[config.mk]
export PLATFORM = sky130hd
export DESIGN_NAME = phase_lock_monitor
export DESIGN_NICKNAME = d
export VERILOG_FILES = /design/src/rtl/plm_pkg.sv /design/src/rtl/plm_datapath.sv /design/src/rtl/plm_control.sv /design/src/rtl/phase_lock_monitor.sv
export SDC_FILE = /design/constraint.sdc
export NUM_CORES = 1
export LEC_CHECK = 0
export BUFFER_PORTS_ARGS = -buffer_cell sky130_fd_sc_hd__buf_2
export CAP_MARGIN = 25
export CELL_PAD_IN_SITES_DETAIL_PLACEMENT = 2
export CELL_PAD_IN_SITES_GLOBAL_PLACEMENT = 2
export CORE_MARGIN = 3
export CORE_UTILIZATION = 38
export DETAILED_ROUTE_END_ITERATION = 10
export PLACE_DENSITY_LB_ADDON = 0.1
export SYNTH_ARGS = -nofsm -noshare
export SYNTH_HDL_FRONTEND = slang
export SYNTH_SLANG_ARGS = --single-unit
[constraint.sdc]
create_clock -name clk -period 4.9 [get_ports clk]
set_input_delay 0.735 -clock clk [delete_from_list [all_inputs] [get_ports clk]]
set_output_delay 0.735 -clock clk [all_outputs]
set_load 0.005 [all_outputs]
[src/rtl/plm_pkg.sv]
package plm_pkg;
  localparam int SHIFT_W = 4;
  localparam int THR_W   = 8;

  // Strobes and settings handed from control to datapath
  typedef struct packed {
    logic               accClear;
    logic [SHIFT_W-1:0] shift;
    logic [THR_W-1:0]   thr;
  } plm_ctrl_t;

  // Comparison results handed from datapath to control
  typedef struct packed {
    logic overThr;
    logic inLockZone;
  } plm_stat_t;
endpackage

[src/rtl/plm_datapath.sv]
module plm_datapath
  import plm_pkg::*;
#(
  parameter int ACC_W       = 16,
  parameter int SYNC_STAGES = 2
) (
  input  logic             clk,
  input  logic             rst,
  input  logic             refIn,
  input  logic             fbIn,
  input  plm_ctrl_t        ctrl,
  output plm_stat_t        stat,
  output logic [ACC_W:0]   accLevel,
  output logic [ACC_W-1:0] thrLevel
);
  localparam int EXT_W = ACC_W + 2;
  localparam int SCALE = ((1 << ACC_W) - 1) / ((1 << THR_W) - 1);
  localparam int HYST  = 1 << (ACC_W - 5);

  logic [1:0] rawIn;
  logic [1:0] syncOut;
  assign rawIn = {fbIn, refIn};

  // One synchronizer chain per input channel
  for (genvar ch = 0; ch < 2; ch++) begin : g_sync
    logic [SYNC_STAGES-1:0] stages;
    always_ff @(posedge clk) begin
      if (rst) stages <= '0;
      else     stages <= {stages[SYNC_STAGES-2:0], rawIn[ch]};
    end
    assign syncOut[ch] = stages[SYNC_STAGES-1];
  end

  logic phaseErr;
  assign phaseErr = syncOut[0] ^ syncOut[1];

  // First-order recursive average of the error bit
  logic [ACC_W:0]          acc;
  logic signed [EXT_W-1:0] goal, diff, step, sum;

  always_comb begin
    goal = $signed({1'b0, phaseErr, {ACC_W{1'b0}}});
    diff = goal - $signed({1'b0, acc});
    step = diff >>> ctrl.shift;
    sum  = $signed({1'b0, acc}) + step;
  end

  always_ff @(posedge clk) begin
    if (rst || ctrl.accClear) acc <= '0;
    else                      acc <= sum[ACC_W:0];
  end

  // Linear threshold scaling and hysteresis comparisons
  assign thrLevel = ACC_W'(ctrl.thr) * ACC_W'(SCALE);
  assign accLevel = acc;

  always_comb begin
    stat.overThr    = {1'b0, acc} > EXT_W'(thrLevel);
    stat.inLockZone = ({1'b0, acc} + EXT_W'(HYST)) <= EXT_W'(thrLevel);
  end
endmodule

[src/rtl/plm_control.sv]
module plm_control
  import plm_pkg::*;
#(
  parameter int DEF_SHIFT = 4,
  parameter int DEF_THR   = 64
) (
  input  logic               clk,
  input  logic               rst,
  input  logic               cfgWr,
  input  logic [THR_W-1:0]   cfgThr,
  input  logic [SHIFT_W-1:0] cfgShift,
  input  plm_stat_t          stat,
  output plm_ctrl_t          ctrl,
  output logic               lockOk
);
  localparam int CNT_W = (1 << SHIFT_W) + 3;

  typedef enum logic [1:0] {ST_SETTLE, ST_UNLOCKED, ST_LOCKED} plm_state_e;

  plm_state_e         state;
  logic [THR_W-1:0]   thrReg;
  logic [SHIFT_W-1:0] shiftReg;
  logic [CNT_W-1:0]   settleCnt;
  logic [CNT_W-1:0]   settleTarget;
  logic               settled;

  assign settleTarget = CNT_W'(1) << (32'(shiftReg) + 3);
  assign settled      = settleCnt == settleTarget;

  always_ff @(posedge clk) begin
    if (rst) begin
      thrReg    <= THR_W'(DEF_THR);
      shiftReg  <= SHIFT_W'(DEF_SHIFT);
      settleCnt <= '0;
      state     <= ST_SETTLE;
    end else if (cfgWr) begin
      thrReg    <= cfgThr;
      shiftReg  <= cfgShift;
      settleCnt <= '0;
      state     <= ST_SETTLE;
    end else begin
      case (state)
        ST_SETTLE: begin
          if (settled) state <= stat.inLockZone ? ST_LOCKED : ST_UNLOCKED;
          else         settleCnt <= settleCnt + 1'b1;
        end
        ST_UNLOCKED: if (stat.inLockZone) state <= ST_LOCKED;
        ST_LOCKED:   if (stat.overThr)    state <= ST_UNLOCKED;
        default:     state <= ST_SETTLE;
      endcase
    end
  end

  always_comb begin
    ctrl.accClear = cfgWr;
    ctrl.shift    = shiftReg;
    ctrl.thr      = thrReg;
  end

  assign lockOk = state == ST_LOCKED;
endmodule

[src/rtl/phase_lock_monitor.sv]
module phase_lock_monitor
  import plm_pkg::*;
#(
  parameter int ACC_W       = 16,
  parameter int SYNC_STAGES = 2,
  parameter int DEF_SHIFT   = 4,
  parameter int DEF_THR     = 64
) (
  input  logic               clk,
  input  logic               rst,
  input  logic               refIn,
  input  logic               fbIn,
  input  logic               cfgWr,
  input  logic [THR_W-1:0]   cfgThr,
  input  logic [SHIFT_W-1:0] cfgShift,
  output logic               lockOk
);
  plm_ctrl_t        ctrl;
  plm_stat_t        stat;
  logic [ACC_W:0]   accLevel;
  logic [ACC_W-1:0] thrLevel;

  plm_datapath #(.ACC_W(ACC_W), .SYNC_STAGES(SYNC_STAGES)) u_dp (
    .clk(clk), .rst(rst), .refIn(refIn), .fbIn(fbIn),
    .ctrl(ctrl), .stat(stat), .accLevel(accLevel), .thrLevel(thrLevel)
  );

  plm_control #(.DEF_SHIFT(DEF_SHIFT), .DEF_THR(DEF_THR)) u_ctl (
    .clk(clk), .rst(rst), .cfgWr(cfgWr), .cfgThr(cfgThr),
    .cfgShift(cfgShift), .stat(stat), .ctrl(ctrl), .lockOk(lockOk)
  );
endmodule

==> results.md <==
* Sum of negative setup slack at 0 ns
* Antenna viol nets, final at 0
* Layout cells sized above 1 at 12.0%
* Deepest clock path buffer count at 2
* Leakage at 0.00223 uW
* Status: completed
* # IOs at 18
* Register area share after synthesis at 20.8%
* CTS tree: built
* Mapped cell area at 0.00519 mm2
* Tmin final at 4.61 ns
* Clock sinks at 54
* Worst setup path class: flop to flop
* Layout area overhead at 9.69%
* Top cell type's share of synthesized area at 20.8%
* Max cap viols at 0
* Routed len/inst at 22.7 um
* Final Util at 42.8%
* Register area at 0.00108 mm2
* Worst VDD drop at 0.219 mV
* Startpoint Class: flop
* Synth top area cells: dfxtp_1 21%, ha_1 10%, nor2_1 5.9%
* Synth Register Bits at 54
* Final antenna diode count at 0
* First-pass GRT wire length at 31000 um
* DRC viols at 0
* CP peak stage delay at 0.40 ns
* Crit share post-route at 94.2%
* Tot GR Track Use at 26.5%
* Leading cell types in the layout, fill and taps excluded: 82 x nor2_1, 56 x nand2_1, 53 x dfxtp_1, 42 x ha_1, 30 x o21ai_0
* Final Power at 3860 uW
* Final HPWL DP at 15100 um
* Average cell area after synthesis at 7.76 um2
* Ys async rst share at 0%
* Initial antenna violation count at 0
* Die Y at 123 um
* Initial core utilization at 39.0%
* Final hold violation count at 0
* 1st-pass router iterations at 5
* CTS Buf Count at 5
* Max_slew headroom at 45.4%
* Drt first-iter violations at 342
* Ys flop type: dfxtp_1
* Die W at 123 um
* Fillers at 1529
* Layout Cells excl Fill at 857
* Core footprint at 0.0133 mm2
* Largest net degree at the start of global routing at 38
* Setup crit end kind: flop
* Critical path fanouts, max at 6
* Worst-Skew Late Latency at 0.32 ns
* Yosys cell types at 83
* Placed cell count at 848
* Fmax at 0.217 GHz
* Global placement routability congestion at 0.899
* Final Slew Violations at 0
* Max Clock Skew at 0.0123 ns
* Clock transition at path regs at 0.08 ns
* Drt via density at 6.16
* Routed WL at 19400 um
* Via count at 5280
* Worst path required time at 5.08 ns
* Final setup fails at 0
* Worst path cell trace: inv_1, ha_1, nor4b_4, buf_4, nand4_1, xnor2_2, mux2i_1, a32oi_1, o21ai_0, nor2_1, ha_1, inv_1, fa_1, nor2b_1, o31ai_2, a211oi_2, o41ai_2, o21ai_0, xnor2_1, nor2_1
* Row cnt at 42
* H-tree levels at 2
* RSZ-0062 raised after global routing: false
* Vias in the first global route at 5540
* Cell taking the most area after synthesis: dfxtp_1
* Slowest cell on crit path: dfxtp_1
* Remaining global-route overflow at 0
* CTS Root Cell: clkbuf_16
* Cell Pwr Density at 679 mW/mm2
* Footprint of the multi-input gates at 0.00391 mm2
* Number of flops mapped to enable cells by yosys at 0
* Hold WC Path Type: flop to flop
* Die area at 0.0151 mm2
* CP Data Arrival Time at 4.79 ns
* YS warnings at 0
* Commonest non-fill, non-tap cell in the layout: nor2_1
* Mapped Cells at 669
* Port Buf Inserts at 17
* Fin nets at 741
* Syn Nets at 729
* Number of hold buffers added after CTS at 0
* Worst Tran Pin Value at 0.806 ns
-- final timing paths --
| check | cells past startpoint | slack, ns | start | to |
|---|---|---|---|---|
| setup reg to reg | 20 | 0.29 | u_dp.accLevel[1] | u_dp.accLevel[16] |
| setup / recovery | 20 | 0.29 | u_dp.accLevel[1] | u_dp.accLevel[16] |
| hold / removal | 1 | 0.46 | u_dp.g_sync[0].stages[0] | u_dp.g_sync[0].stages[1] |
| hold reg to reg | 1 | 0.46 | u_dp.g_sync[0].stages[0] | u_dp.g_sync[0].stages[1] |
-- worst max-delay path, delay by kind of cell, from the launching register on --
family	cells	cell delay (ns)
adders and majority gates	3	0.90
AOI/OAI and AO/OA	6	1.16
xor gates and xnor gates	2	0.50
DFF	1	0.40
and+or+nand+nor	5	0.82
muxes	1	0.27
buffers and inverters	3	0.41
-- synthesized netlist by cell type (all sizes together) (3+ instances only) --
library cell and instances:
nor2 82, nand2 56, dfxtp 54, ha 42
o21ai 32, a21oi 28, nor3 25, xor2 24
inv 23, mux2i 22, nand4 21, buf 20
nand3 17, xnor2 17, nor2b 15, clkbuf 14
nor4 14, o211ai 11, and2 8, mux2 8
nand2b 8, a21o 7, a31oi 7, o22ai 7
a211oi 6, a221oi 6, nand3b 6, a211o 5
o21a 5, a311oi 4, nor3b 4, o311ai 4
or3 4, or4 4, a41oi 3, and3 3
and4 3, nand4b 3, nor4b 3, o21bai 3
o2bb2ai 3, o31ai 3, or2 3
-- metal layers --
metal | GRT usage (%) | vias to the layer above | routed length (um) | share of wire [%]
met5 | 0 | - | 0 | 0
met3 | 3.13 | 30 | 472 | 2.4
met2 | 43.8 | 75 | 9130 | 47
met4 | 8.75 | 0 | 629 | 3.2
met1 | 35.8 | 2671 | 9190 | 47
li1 | - | 2504 | - | -
-- through the flow --
stage	instance area [um2]	worst slack, ns	hold WS (ns)
2_1_floorplan	5190	0.657	0.414
3_3_place_gp	5490	0.162	0.436
3_5_place_dp	5490	-0.107	0.447
4_1_cts	5630	0.00886	0.463
5_1_grt	5690	0.0155	0.483
6_report	5690	0.286	0.457
-- final cells by class --
class | instances | area share [%]
clock buffers | 6 | 2.26
clock inverters | 1 | 0.132
inverters | 24 | 1.58
multi-input cells | 557 | 68.7
flip-flops and latches | 54 | 19.0
well taps | 176 | 3.87
repair buffers | 39 | 4.40
-- registers in the layout (all words and copies together) (netlist names) --
register / flops
u_dp.g_sync.stages: 4
u_ctl.shiftReg: 4
u_ctl.state: 2
u_dp.accLevel: 17
u_ctl.thrReg: 8
u_ctl.settleCnt: 19
-- what timing repair did --
item                                    CTS  global route
buffers inserted                          0             2
endpoints found under the setup margin    1             7
gates resized for setup                   1             7
-- logic make-up after synthesis --
| logic type | synth area share [%] |
|---|---|
| compound gates | 21.8 |
| xor+xnor | 6.92 |
| fa+ha+maj | 10.5 |
| buf+inv | 4.80 |
| flops | 20.8 |
| mux | 6.22 |
| simple gates | 29.0 |
-- report_power, final --
group          total [uW]  switching, uW  internal [uW]
combinational        2880           1730           1150
clock                 364            176            188
sequential            623            120            503
total                3860           2020           1840
No activity file was read; power rests on OpenSTA's default activity.
